--- config.mk ---
export PLATFORM = sky130hd
export DESIGN_NAME = phy_led_ctrl
export DESIGN_NICKNAME = d
export VERILOG_FILES = /design/src/rtl/phy_led_pkg.sv /design/src/rtl/led_tick_gen.sv /design/src/rtl/led_pulse_stretch.sv /design/src/rtl/led_blink.sv /design/src/rtl/phy_led_ctrl.sv
export SDC_FILE = /design/constraint.sdc
export NUM_CORES = 1
export LEC_CHECK = 0
export BUFFER_PORTS_ARGS = -buffer_cell sky130_fd_sc_hd__buf_2
export CAP_MARGIN = 15
export CORE_ASPECT_RATIO = 0.75
export CORE_MARGIN = 10
export CORE_UTILIZATION = 36
export DETAILED_ROUTE_END_ITERATION = 10
export PLACE_DENSITY = 0.56
export RECOVER_POWER = 25
export SYNTH_ARGS = -nofsm -noshare
export SYNTH_HDL_FRONTEND = slang
export SYNTH_SLANG_ARGS = --single-unit
--- constraint.sdc ---
create_clock -name clk -period 6.5 [get_ports clk]
set_input_delay 0.325 -clock clk [delete_from_list [all_inputs] [get_ports clk]]
set_output_delay 0.325 -clock clk [all_outputs]
set_load 0.01 [all_outputs]
--- src/rtl/phy_led_pkg.sv ---
// Shared types for the PHY status lamp controller.
package phy_led_pkg;

    // Decoded lamp mode.
    typedef enum logic [1:0] {
        LM_TRAFFIC = 2'd0,
        LM_COLL    = 2'd1,
        LM_DUPLEX  = 2'd2
    } led_mode_e;

    // Lamp vector positions inside the output register.
    localparam int LAMP_LINK  = 0;
    localparam int LAMP_SPEED = 1;
    localparam int LAMP_ACT   = 2;
    localparam int LAMP_COUNT = 3;

    // Turns the two-bit select into a mode; both 00 and 01 mean traffic.
    function automatic led_mode_e decode_mode(input logic [1:0] sel);
        case (sel)
            2'b10:   return LM_COLL;
            2'b11:   return LM_DUPLEX;
            default: return LM_TRAFFIC;
        endcase
    endfunction

endpackage

--- src/rtl/led_tick_gen.sv ---
// Prescaler: emits a one-clock tick once every TICK_DIV system clocks.
// Assumes TICK_DIV >= 2. The tick is decoded from the counter state.
module led_tick_gen #(
    parameter int TICK_DIV = 50000
) (
    input  logic clk,
    input  logic rst_n,
    output logic tick
);
    localparam int CW = (TICK_DIV > 1) ? $clog2(TICK_DIV) : 1;
    localparam logic [CW-1:0] LAST = CW'(TICK_DIV - 1);

    logic [CW-1:0] cnt;

    // Free-running modulo-TICK_DIV counter.
    always_ff @(posedge clk) begin
        if (!rst_n)           cnt <= '0;
        else if (cnt == LAST) cnt <= '0;
        else                  cnt <= cnt + 1'b1;
    end

    assign tick = (cnt == LAST);

    // the counter never leaves its modulo range.
    a_r4_tick_range: assert property (@(posedge clk) disable iff (!rst_n)
        cnt <= LAST);
endmodule

--- src/rtl/led_pulse_stretch.sv ---
// Pulse stretcher: any clock with evt high (re)loads a window of
// STRETCH_TICKS ticks. busy stays high while the window is open.
// Assumes tick is a one-clock pulse from the shared prescaler.
module led_pulse_stretch #(
    parameter int STRETCH_TICKS = 50
) (
    input  logic clk,
    input  logic rst_n,
    input  logic tick,
    input  logic evt,
    output logic busy
);
    localparam int SW = $clog2(STRETCH_TICKS + 1);
    localparam logic [SW-1:0] LOAD = SW'(STRETCH_TICKS);

    logic [SW-1:0] remain;

    // Reload on an event, otherwise count the window down on ticks.
    always_ff @(posedge clk) begin
        if (!rst_n)                       remain <= '0;
        else if (evt)                     remain <= LOAD;
        else if (tick && remain != '0)    remain <= remain - 1'b1;
    end

    assign busy = (remain != '0);

    // an event always leaves the window open on the next clock.
    a_r4_event_opens: assert property (@(posedge clk) disable iff (!rst_n)
        evt |=> busy);
    // with no event and no tick, an open window stays open.
    a_r4_hold_no_tick: assert property (@(posedge clk) disable iff (!rst_n)
        (busy && !evt && !tick) |=> busy);
endmodule

--- src/rtl/led_blink.sv ---
// Blink phase generator: while en is high, dark starts at 1 and toggles
// every BLINK_TICKS ticks. While en is low, it waits with dark preset.
// Assumes BLINK_TICKS >= 1.
module led_blink #(
    parameter int BLINK_TICKS = 50
) (
    input  logic clk,
    input  logic rst_n,
    input  logic tick,
    input  logic en,
    output logic dark
);
    localparam int BW = (BLINK_TICKS > 1) ? $clog2(BLINK_TICKS) : 1;
    localparam logic [BW-1:0] LAST = BW'(BLINK_TICKS - 1);

    logic [BW-1:0] cnt;

    // Count ticks while enabled and flip the phase after each half period.
    always_ff @(posedge clk) begin
        if (!rst_n || !en) begin
            cnt  <= '0;
            dark <= 1'b1;
        end else if (tick) begin
            if (cnt == LAST) begin
                cnt  <= '0;
                dark <= ~dark;
            end else begin
                cnt <= cnt + 1'b1;
            end
        end
    end

    // the phase only moves on a tick.
    a_r5_hold_between_ticks: assert property (@(posedge clk) disable iff (!rst_n)
        (en && !tick) |=> $stable(dark));
    // the half-period counter stays inside its range.
    a_r5_cnt_range: assert property (@(posedge clk) disable iff (!rst_n)
        cnt <= LAST);
endmodule

--- src/rtl/phy_led_ctrl.sv ---
// PHY status lamp controller top. It decodes the lamp mode, stretches
// traffic and collision events, blinks the link lamp in modes 2 and 3,
// and registers the three lamps before the polarity inversion.
// Assumes mode_sel and led_invert are static while out of reset.
module phy_led_ctrl
    import phy_led_pkg::*;
#(
    parameter int TICK_DIV      = 50000,
    parameter int STRETCH_TICKS = 50,
    parameter int BLINK_TICKS   = 50
) (
    input  logic       clk,
    input  logic       rst_n,
    input  logic [1:0] mode_sel,
    input  logic       led_invert,
    input  logic       link_up,
    input  logic       spd_100,
    input  logic       tx_busy,
    input  logic       rx_busy,
    input  logic       col_det,
    input  logic       full_dup,
    output logic       led_link,
    output logic       led_speed,
    output logic       led_act
);
    localparam int N_EVT   = 2;
    localparam int EV_TRAF = 0;
    localparam int EV_COLL = 1;

    led_mode_e               mode;
    logic                    tick;
    logic [N_EVT-1:0]        evt;
    logic [N_EVT-1:0]        busy;
    logic                    blink_mode;
    logic                    blink_en;
    logic                    dark;
    logic [LAMP_COUNT-1:0]   lamp_d;
    logic [LAMP_COUNT-1:0]   lamp_q;

    assign mode            = decode_mode(mode_sel);
    assign evt[EV_TRAF]    = tx_busy | rx_busy;
    assign evt[EV_COLL]    = col_det;
    assign blink_mode      = (mode != LM_TRAFFIC);
    assign blink_en        = blink_mode & link_up & busy[EV_TRAF];

    led_tick_gen #(.TICK_DIV(TICK_DIV)) u_tick (
        .clk   (clk),
        .rst_n (rst_n),
        .tick  (tick)
    );

    // One stretcher for each event source.
    for (genvar g = 0; g < N_EVT; g++) begin : g_stretch
        led_pulse_stretch #(.STRETCH_TICKS(STRETCH_TICKS)) u_str (
            .clk   (clk),
            .rst_n (rst_n),
            .tick  (tick),
            .evt   (evt[g]),
            .busy  (busy[g])
        );
    end

    led_blink #(.BLINK_TICKS(BLINK_TICKS)) u_blink (
        .clk   (clk),
        .rst_n (rst_n),
        .tick  (tick),
        .en    (blink_en),
        .dark  (dark)
    );

    // Lamp meanings for the selected mode, before registering.
    always_comb begin
        lamp_d             = '0;
        lamp_d[LAMP_LINK]  = link_up & ~(blink_en & dark);
        lamp_d[LAMP_SPEED] = link_up & spd_100;
        case (mode)
            LM_COLL:   lamp_d[LAMP_ACT] = busy[EV_COLL];
            LM_DUPLEX: lamp_d[LAMP_ACT] = full_dup;
            default:   lamp_d[LAMP_ACT] = busy[EV_TRAF];
        endcase
    end

    // Lamp register; reset holds every lamp OFF.
    always_ff @(posedge clk) begin
        if (!rst_n) lamp_q <= '0;
        else        lamp_q <= lamp_d;
    end

    assign led_link  = lamp_q[LAMP_LINK]  ^ led_invert;
    assign led_speed = lamp_q[LAMP_SPEED] ^ led_invert;
    assign led_act   = lamp_q[LAMP_ACT]   ^ led_invert;

    // reset leaves every lamp OFF.
    a_r1_reset_off: assert property (@(posedge clk)
        !rst_n |=> (lamp_q == '0));
    // the speed lamp is lit for a good 100 Mb/s link.
    a_r2_speed_on: assert property (@(posedge clk) disable iff (!rst_n)
        (link_up && spd_100) |=> lamp_q[LAMP_SPEED]);
    // in traffic mode a good link gives a steady link lamp.
    a_r3_traffic_steady: assert property (@(posedge clk) disable iff (!rst_n)
        (mode_sel[1] == 1'b0 && link_up) |=> lamp_q[LAMP_LINK]);
    // in duplex mode the activity lamp tracks full_dup.
    a_r7_duplex_follow: assert property (@(posedge clk) disable iff (!rst_n)
        (mode_sel == 2'b11) |=> (lamp_q[LAMP_ACT] == $past(full_dup)));
    // a lost link darkens the link and speed lamps.
    a_r8_link_down_dark: assert property (@(posedge clk) disable iff (!rst_n)
        !link_up |=> (!lamp_q[LAMP_LINK] && !lamp_q[LAMP_SPEED]));
endmodule

# ---- Word-level counts from Yosys, hierarchy flattened
# Index checks and enable logic that the tools add are counted.
# Widths: inputs -> output; s select.
dict set report word_totals {
  regBits 38
  input_bits 11
  out_inout_bits 3
  wordCells 51
}
dict set report classes {
  add_sub_neg 4
  eq_ne 6
  muxes 7
  bitwise_logic 12
  reduce_logical 14
}
# cell n
set ops {}
lappend ops {{$mux 6} 5}
lappend ops {{$add 16x1->16 const B} 1}
lappend ops {{$eq 16x16->1 const B} 1}
lappend ops {{$reduce_bool 6->1} 2}
lappend ops {{$sub 6x1->6 const B} 2}
lappend ops {{$add 6x1->6 const B} 1}
lappend ops {{$eq 2x2->1 const B} 3}
lappend ops {{$eq 6x6->1 const B} 1}
lappend ops {{$reduce_bool 2->1} 3}
lappend ops {{$reduce_or 2->1} 3}
lappend ops {{$and 1x1->1} 5}
lappend ops {{$pmux 2 s2} 1}
lappend ops {{$not 1->1} 3}
lappend ops {{$xor 1x1->1} 3}
lappend ops {{$eq 2x1->1 const B} 1}
lappend ops {{$logic_and 1x1->1} 2}
lappend ops {{$logic_not 1->1} 2}
lappend ops {{$pmux 1 s2} 1}
lappend ops {{$reduce_and 2->1} 1}
lappend ops {{$logic_or 1x1->1} 1}
lappend ops {{$or 1x1->1} 1}

# ---- Longest topological paths before layout
# Gate-level depths: netlist of the first run.
dict set report depth {
  ltp_word 8
  mapped_depth 8
}

# ---- Cells and area by module
# Synthesis of the first run repeated with hierarchy kept, for this count alone.
dict set report hier_totals {
  hier_cells 202
  area_unflattened_um2 1899.3
}
# module n_inst cells_per_inst area_per_inst_um2 seq_area_each_um2
set by_module_without_submodules {}
lappend by_module_without_submodules {led_tick_gen 1 79 789.5 320.3}
lappend by_module_without_submodules {led_pulse_stretch 2 38 329.1 120.1}
lappend by_module_without_submodules {led_blink 1 33 316.6 140.1}
lappend by_module_without_submodules {phy_led_ctrl 1 14 135.1 60.1}

# ---- Worst setup path after synthesis of the first run
# OpenSTA, ideal clock, no wires.
dict set report synth_path {
  kind {flip-flop to flip-flop}
  from {register u_tick.cnt[13]}
  to {register g_stretch[0].u_str.remain[3]}
  setup_time_ps 70
  arrival_ps 2063
  path_slack_ps 4367
  path_stages_with_launch 6
  path_buffers 1
  synth_period_minus_slack_ps 2133
  cell_sequence {dfxtp_1 -> or4_4 -> or4_1 -> buf_2 -> or4_1 -> a21oi_1}
}
dict set report synth_via {
  elab_chain_len 2
}
# element line_no
set synth_rtl {}
lappend synth_rtl {{from (decl)} led_tick_gen.sv:13} ;# logic [CW-1:0] cnt;
lappend synth_rtl {{from (signal assigned)} led_tick_gen.sv:19} ;# else cnt <= cnt + 1'b1;
lappend synth_rtl {{$eq 16x16->1} led_tick_gen.sv:22} ;# assign tick = (cnt == LAST);
lappend synth_rtl {{$logic_and 1x1->1} led_pulse_stretch.sv:22} ;# else if (tick && remain != '0) remain <= remain - 1'b1;
lappend synth_rtl {{to (signal assigned)} led_pulse_stretch.sv:22}
lappend synth_rtl {{to (decl)} led_pulse_stretch.sv:16} ;# logic [SW-1:0] remain;
# No other way between the ends.
# A chain may end at the register's enable or synchronous reset.

# ---- Worst setup path in the final report of the first run
dict set report layout_path {
  from {register u_tick.cnt[0]}
  to {register u_blink.cnt[1]}
}
dict set report layout_via {
  elab_chain_len 1
}
# element line_no
set layout_rtl {}
lappend layout_rtl {{$eq 16x16->1} led_tick_gen.sv:22}
lappend layout_rtl {{to (signal assigned)} led_blink.sv:28} ;# cnt <= cnt + 1'b1;
lappend layout_rtl {{to (decl)} led_blink.sv:16} ;# logic [BW-1:0] cnt;
# No other way between the ends.

==> qor.yml, run 1 <==
job:
  drv_cap: 0
global_routing:
  grt_max_degree: 25
  overflow: 0
  grt.total_usage_pct: 9.990
  antenna_found_initial: 0
  grt_pass1_vias: 1403
  grt_pass1_wl_mm: 6.810
power:
  netSwitchingFraction_pct: 20.48
  switchingPower_mw: 0.1069
  cellLeakagePower_nw: 0.7378
  seq_power_share_pct: 46.5
  peakVddDrop_mv: 0.1141
  pwr-share-clk_pct: 47.4
  power.density_mw_per_mm2: 246.6
  intPower_mw: 0.4150
  pwr-share-comb_pct: 6.1
synthesis:
  yosys-top-cells-area: "dfxtp_1, ha_1, xnor2_1, nor2_1, and3_1"
  synth-compound-area-share_pct: 12.98
  synth_top_family_by_area: "simple AND/OR/NAND/NOR gates"
  syn_area_per_cell_um2: 8.735
  synth-async-reset-ratio_pct: 0
  yosys.cell_count.top_type: "dfxtp_1"
  synth_top_area_cell: "dfxtp_1"
  yosysTopAreaCellShare_pct: 40.89
  ys_types: 38
  syn-instance-count: 213
  syn-num-nets: 231
  yosys.area_share.simple_pct: 30.46
  syn_area_mm2: 0.001861
  synthMuxAreaShare_pct: 0
  synth.top_cells.by_count: "dfxtp_1, nor2_1, a21oi_1, and3_1, nand3_1"
  ys_seq_elements: 38
  synthAdderAreaFrac_pct: 4.707
  synth-main-ff-cell: "dfxtp_1"
  ys_warn_count: 0
  synth-edff-count: 0
  yosysSeqAreaShare_pct: 40.89
  synth_xor_area_share_pct: 7.532
timing:
  max_freq_mhz: 382.3
  rsz0062_at_grt: "no"
  slew_viol_final: 0
  tightest_slew_ns: 1.012
  period_needed_ns: 2.616
  fin_crit_sh_pct: 40.24
  max_slew_margin_pct: 31.97
  finalHoldViolations: 0
  fin_skew_ns: 0.01284
  fin_hold_ws_ns: 0.2715
  finalSetupViolations: 0
  tns_ns: 0
placed_design:
  dp_cells: 280
  io_buffers: 13
  dp_hpwl_mm: 2.862
  gp_congestion: 0.7379
routing:
  final_antenna_net_count: 0
  drt-initial-drc-count: 82
  num_vias: 1574
  dr.pass1.iters: 4
  vias_per_cell: 5.446
  wire_per_inst_um: 13.48
  drt_wl_total_mm: 3.896
  drc_errors: 0
hold_path:
  worstHoldPathCells: 2
  hp-start: "spd_100"
  hold_path.class: "in2reg"
  holdPathEnd: "lamp_q[1]"
setup_path:
  timing.rr.end: "u_blink.cnt[1]"
  path_max_fanout: 24
  r2r_start: "u_tick.cnt[0]"
  end_kind: "flip-flop"
  r2r_slack_ns: 3.88
  crit_path_start_kind: "flip-flop"
  crit_required_ns: 6.64
  cp_data_arrival_time_ns: 2.76
  worstRegToRegCells: 5
  crit_type: "reg2reg"
layout:
  diodes: 0
  drive_above_1_share_pct: 10.48
  final_nets: 246
  instances_no_fill: 289
  layout-area-overhead-vs-synth_pct: 13.72
floorplan:
  row_count: 22
  fp.dieW_um: 103.0
  io_pins: 14
  dieArea_mm2: 0.008474
  initial_core_util_pct: 37.55
  fp.dieH_um: 82.26
  core_mm2: 0.004955
clock_network:
  htreeDepth: 2
  clkTransAtPathRegs_ns: 0.08
  cts_buffer_depth: 2
  worst_skew_pair.late_latency_ns: 0.29
  cts_made_buffers: 5
  post_cts_buffers: 0
  cts.sinks: 38
  root_buffer: "clkbuf_8"
  cts_resized: 0
  hold_buffers: 0
  cts_tree: "yes"
run_status:
  outcome: "completed"
state kept, by name, summed over array words and instances, names as in the netlist:
register	count
u_blink.dark	1
g_stretch.u_str.remain	12
u_tick.cnt	16
u_blink.cnt	6
lamp_q	3
power by group through the flow:
stage / registers [mW] / clock network [mW] / logic, mW
after CTS: 0.243 / 0.254 / 0.0328
after floorplan: 0.246 / 0 / 0.0220
after global routing: 0.244 / 0.262 / 0.0362
after detailed placement: 0.248 / 0 / 0.0327
final: 0.243 / 0.247 / 0.0318
after global placement: 0.248 / 0 / 0.0329
critical path, stage by stage (launching register included):
cell and delay, ns:
dfxtp_1 0.40, ha_1 0.26, nand3_1 0.20, or4_1 0.87, o21ai_0 0.64, a211oi_1 0.10
cell type report:
| class | instances | area [um2] |
|---|---|---|
| timing repair buffer | 14 | 63.81 |
| tap | 60 | 75.07 |
| multi-input combinational | 159 | 1036 |
| clock inverter | 2 | 60.06 |
| sequential | 38 | 760.7 |
| clock buffer | 6 | 82.58 |
| fill | 503 | 2839 |
| inverter | 10 | 37.54 |
routing by layer:
metal / GRT usage, % / up-vias / wire length, um
met4: 2.909 / 0 / 21
li1: - / 809 / -
met1: 14.66 / 733 / 2107
met3: 3.071 / 2 / 216
met2: 13.46 / 30 / 1549
met5: 0 / - / 0
through the flow:
step           setup slack [ns]  power, mW  area (um2)  utilization [%]
2_1_floorplan             4.367     0.2684        1861                -
3_3_place_gp              3.913     0.2808        1974            39.85
3_5_place_dp              3.897     0.2809        1974            39.85
4_1_cts                   3.848     0.5300        2117            42.73
5_1_grt                   3.582     0.5417        2116            42.70
6_report                  3.884     0.5219        2116            42.70
cells in the final DEF, fill, tap and decap left out, types with 3 or more instances in the layout:
| master | netlist | routed |
|---|---|---|
| inv_1 | 10 | 10 |
| nand3_1 | 11 | 11 |
| a311o_1 | 3 | 3 |
| xnor2_1 | 10 | 10 |
| xor2_1 | 6 | 6 |
| or3_1 | 10 | 10 |
| nand4_1 | 9 | 9 |
| nand2_1 | 9 | 9 |
| clkbuf_8 | 0 | 6 |
| ha_1 | 7 | 7 |
| a21oi_1 | 12 | 12 |
| buf_2 | 3 | 9 |
| or4_1 | 3 | 3 |
| o21ai_0 | 10 | 10 |
| nor4_1 | 3 | 3 |
| nand4b_1 | 5 | 5 |
| nor2_1 | 21 | 21 |
| clkbuf_1 | 3 | 5 |
| nor3_1 | 5 | 5 |
| dfxtp_1 | 38 | 38 |
| and3_1 | 11 | 11 |
worst max path at each step:
stage,startpoint,cells past startpoint,slack (ns),to
global placement,u_tick.cnt[13],4,3.91,u_blink.cnt[1]
global route,u_tick.cnt[0],5,3.58,u_blink.cnt[1]
CTS,u_tick.cnt[0],5,3.85,u_blink.cnt[1]
detailed placement,u_tick.cnt[0],5,3.90,u_blink.cnt[1]
finish,u_tick.cnt[0],5,3.88,u_blink.cnt[1]
floorplan,u_tick.cnt[13],5,4.37,g_stretch[0].u_str.remain[3]
logic make-up after synthesis:
logic type / after synthesis
AND/OR/NAND/NOR: 99
adder cells (fa/ha/maj): 7
XOR/XNOR: 16
buffers and inverters: 16
AO/OA/AOI/OAI: 37
flip-flops: 38
No activity file was read; power rests on OpenSTA's default activity.
==> run 2: changes to the inputs <==
--- a/config.mk
+++ b/config.mk
@@ -11,7 +11,7 @@
 export CORE_MARGIN = 10
 export CORE_UTILIZATION = 36
 export DETAILED_ROUTE_END_ITERATION = 10
-export PLACE_DENSITY = 0.56
+export PLACE_DENSITY = 0.58
 export RECOVER_POWER = 25
 export SYNTH_ARGS = -nofsm -noshare
 export SYNTH_HDL_FRONTEND = slang
==> constraint.sdc (replaced) <==
create_clock -name clk -period 2.2 [get_ports clk]
set_input_delay 0.11 -clock clk [delete_from_list [all_inputs] [get_ports clk]]
set_output_delay 0.11 -clock clk [all_outputs]
set_load 0.01 [all_outputs]
==> run 2 against run 1 <==
Effect of this change: routed wire length is 1.7% higher; final cell count is 6.6% higher; first-iteration DRC count is 45% higher; global-route usage hardly changed; sequential share of layout area is 2.8 points lower; largest power group unchanged; clock skew is 0.0084 ns lower; cell area is 8.3% higher; worst setup slack worse by 3.8 ns; combinational power grew to 3.5 times the previous value; flip-flop and latch count stayed put; highest routed layer unchanged; sequential power grew to 2.9 times the previous value.
==> qor.yml, run 2 (synthesis results as in run 1) <==
global_routing:
  grt.total_usage_pct: 9.965  # -0.024 points
  grt_pass1_vias: 1537  # +9.6%
  overflow: 0  # unchanged
  grt_max_degree: 15  # -40%
  antenna_found_initial: 0  # unchanged
  grt_pass1_wl_mm: 6.851  # +0.60%
setup_path:
  r2r_slack_ns: 0.05  # -3.84 ns
  path_max_fanout: 6  # -75%
  timing.rr.end: "g_stretch[0].u_str.remain[3]"
  cp-startpoint: "u_tick.cnt[13]"
  r2r_start: "u_tick.cnt[13]"
  cp_data_arrival_time_ns: 2.38  # -0.38 ns
  crit_type: "reg2reg"
  crit_path_start_kind: "flip-flop"
  worstRegToRegCells: 4  # -1
  end_kind: "flip-flop"
  crit_required_ns: 2.43  # -4.21 ns
hold_path:
  holdPathEnd: "lamp_q[0]"
  hold_path.class: "in2reg"
  hp-start: "mode_sel[1]"
  worstHoldPathCells: 2  # unchanged
layout:
  n_fill_cell: 489  # -2.8%
  drive_above_1_share_pct: 19.76  # +9.3 points
  top_regs: "u_tick.cnt (16), g_stretch.u_str.remain (12), u_blink.cnt (6)"
  regMostFlops: "u_tick.cnt"
  diodes: 0  # unchanged
  final_common_cell: "dfxtp_1"
  layout-area-overhead-vs-synth_pct: 23.20
  layout_common_cells: "dfxtp_1, nor2_1, buf_4"
  final_nets: 265  # +7.7%
  final_core_util_pct: 46.26  # +3.6 points
  largest_reg_flops: 16  # unchanged
job:
  drv_cap: 0  # unchanged
routing:
  drt_wl_total_mm: 3.962  # +1.7%
  dr.pass1.iters: 4  # unchanged
  num_vias: 1626  # +3.3%
  drt-initial-drc-count: 119  # +45%
  final_antenna_net_count: 0  # unchanged
  drc_errors: 0  # unchanged
  vias_per_cell: 5.279  # -3.1%
  wire_per_inst_um: 12.86  # -4.6%
power:
  seq_power_share_pct: 45.9  # -0.6 points
  switchingPower_mw: 0.3207  # +200%
  intPower_mw: 1.236  # +200%
  pwr-share-clk_pct: 46.9  # -0.5 points
  peakVddDrop_mv: 0.5484  # +380%
  pwr-share-comb_pct: 7.2  # +1.1 points
  netSwitchingFraction_pct: 20.60  # +0.12 points
  power.density_mw_per_mm2: 679.3  # +180%
  cellLeakagePower_nw: 0.8425  # +14%
placed_design:
  io_buffers: 13  # unchanged
  gp_congestion: 0.8334  # +13%
  dp_hpwl_mm: 2.971  # +3.8%
clock_network:
  hold_buffers: 0  # unchanged
  htreeDepth: 2  # unchanged
  post_cts_buffers: 0  # unchanged
  cts_buffer_depth: 2  # unchanged
  worst_skew_pair.late_latency_ns: 0.29  # about the same
  cts.sinks: 38  # unchanged
  cts_made_buffers: 5  # unchanged
  cts_tree: "yes"
  clkTransAtPathRegs_ns: 0.08  # about the same
  root_buffer: "clkbuf_8"
timing:
  finalHoldViolations: 0  # unchanged
  tightest_slew_ns: 0.3772  # -0.6348 ns
  finalSetupViolations: 0  # unchanged
  max_slew_margin_pct: 74.66  # +43 points
  rsz0062_at_grt: "no"
  max_freq_mhz: 464.6  # +22%
  period_needed_ns: 2.153  # -0.4630 ns
  fin_crit_sh_pct: 97.84  # +58 points
  fin_skew_ns: 0.004423  # -0.008415 ns
  tns_ns: 0  # unchanged
  slew_viol_final: 0  # unchanged
floorplan:
  initial_core_util_pct: 37.55  # unchanged
  fp.dieH_um: 82.26  # unchanged
  io_pins: 14  # unchanged
  core_mm2: 0.004955  # unchanged
  row_count: 22  # unchanged
  fp.dieW_um: 103.0  # unchanged
  dieArea_mm2: 0.008474  # unchanged
run_status:
  outcome: "completed"
## run 2: cell count changes in the layout (fill, tap and decap cells not counted), sizes merged
| cell | previous run | this run |
|---|---|---|
| buf | 9 | 27 |
| clkbuf | 11 | 12 |
## run 2: cell type report
| class | instances | area (um2) | area share (%) |
|---|---|---|---|
| clock inverters | 2 | 60.06 | 2.620 |
| well taps | 60 | 75.07 | 3.275 |
| inverters | 10 | 37.54 | 1.638 |
| multi-input cells | 159 | 1059 | 46.18 |
| repair buffers | 33 | 217.7 | 9.498 |
| clock buffers | 6 | 82.58 | 3.603 |
| flip-flops and latches | 38 | 760.7 | 33.19 |
## run 2: metrics by stage
| stage | area (um2) | hold WS [ns] | total power, mW | setup WS (ns) | std cells |
|---|---|---|---|---|---|
| 2_1_floorplan | 1861 | 0.2168 | 0.7929 | 0.06695 | 213 |
| 3_5_place_dp | 2137 | 0.3639 | 0.8440 | 0.001551 | 300 |
| 3_3_place_gp | 2137 | 0.3754 | 0.8434 | 0.05165 | 300 |
| 6_report | 2292 | 0.05496 | 1.557 | 0.04745 | 308 |
| 4_1_cts | 2283 | 0.04743 | 1.579 | 0.06412 | 308 |
| 5_1_grt | 2292 | 0.06305 | 1.621 | 0.005310 | 308 |
## run 2: power by group through the flow
stage                     Combinational [mW]  Sequential (mW)  Clock [mW]
after floorplan                       0.0651            0.728           0
after global placement                 0.113            0.731           0
after detailed placement               0.113            0.731           0
after CTS                              0.114            0.715       0.751
after global routing                   0.125            0.717       0.779
final                                  0.112            0.715       0.731
## run 2: per-layer routing
layer / global-route usage, % / vias up / wire length, um / share of wire (%)
li1: - / 849 / - / -
met1: 13.88 / 739 / 2175 / 55
met2: 14.28 / 33 / 1555 / 39
met3: 2.905 / 5 / 188 / 4.7
met4: 3.463 / 0 / 42 / 1.1
met5: 0 / - / 0 / 0
## run 2: critical path: stages, from the launching register on
cell and delay, ns:
dfxtp_1 0.31, or4_4 0.53, or4_4 0.57, or4_4 0.53, a21oi_2 0.14
## run 2: timing repair
| action | in CTS | in global routing |
|---|---|---|
| setup endpoints to repair | 6 | 6 |
| pin swaps | 0 | 3 |
| hold endpoints to repair | 0 | 0 |
| resized for setup | 1 | 7 |
## run 2: how the worst max path moves through the flow
stage                                         to  slack (ns)  cells after the start
detailed placement                u_blink.cnt[3]       0.002                      6
global route        g_stretch[0].u_str.remain[3]       0.005                      4
finish              g_stretch[0].u_str.remain[3]        0.05                      4
floorplan           g_stretch[0].u_str.remain[3]        0.07                      5
global placement                  u_blink.cnt[4]        0.05                      6
CTS                               u_blink.cnt[3]        0.06                      6
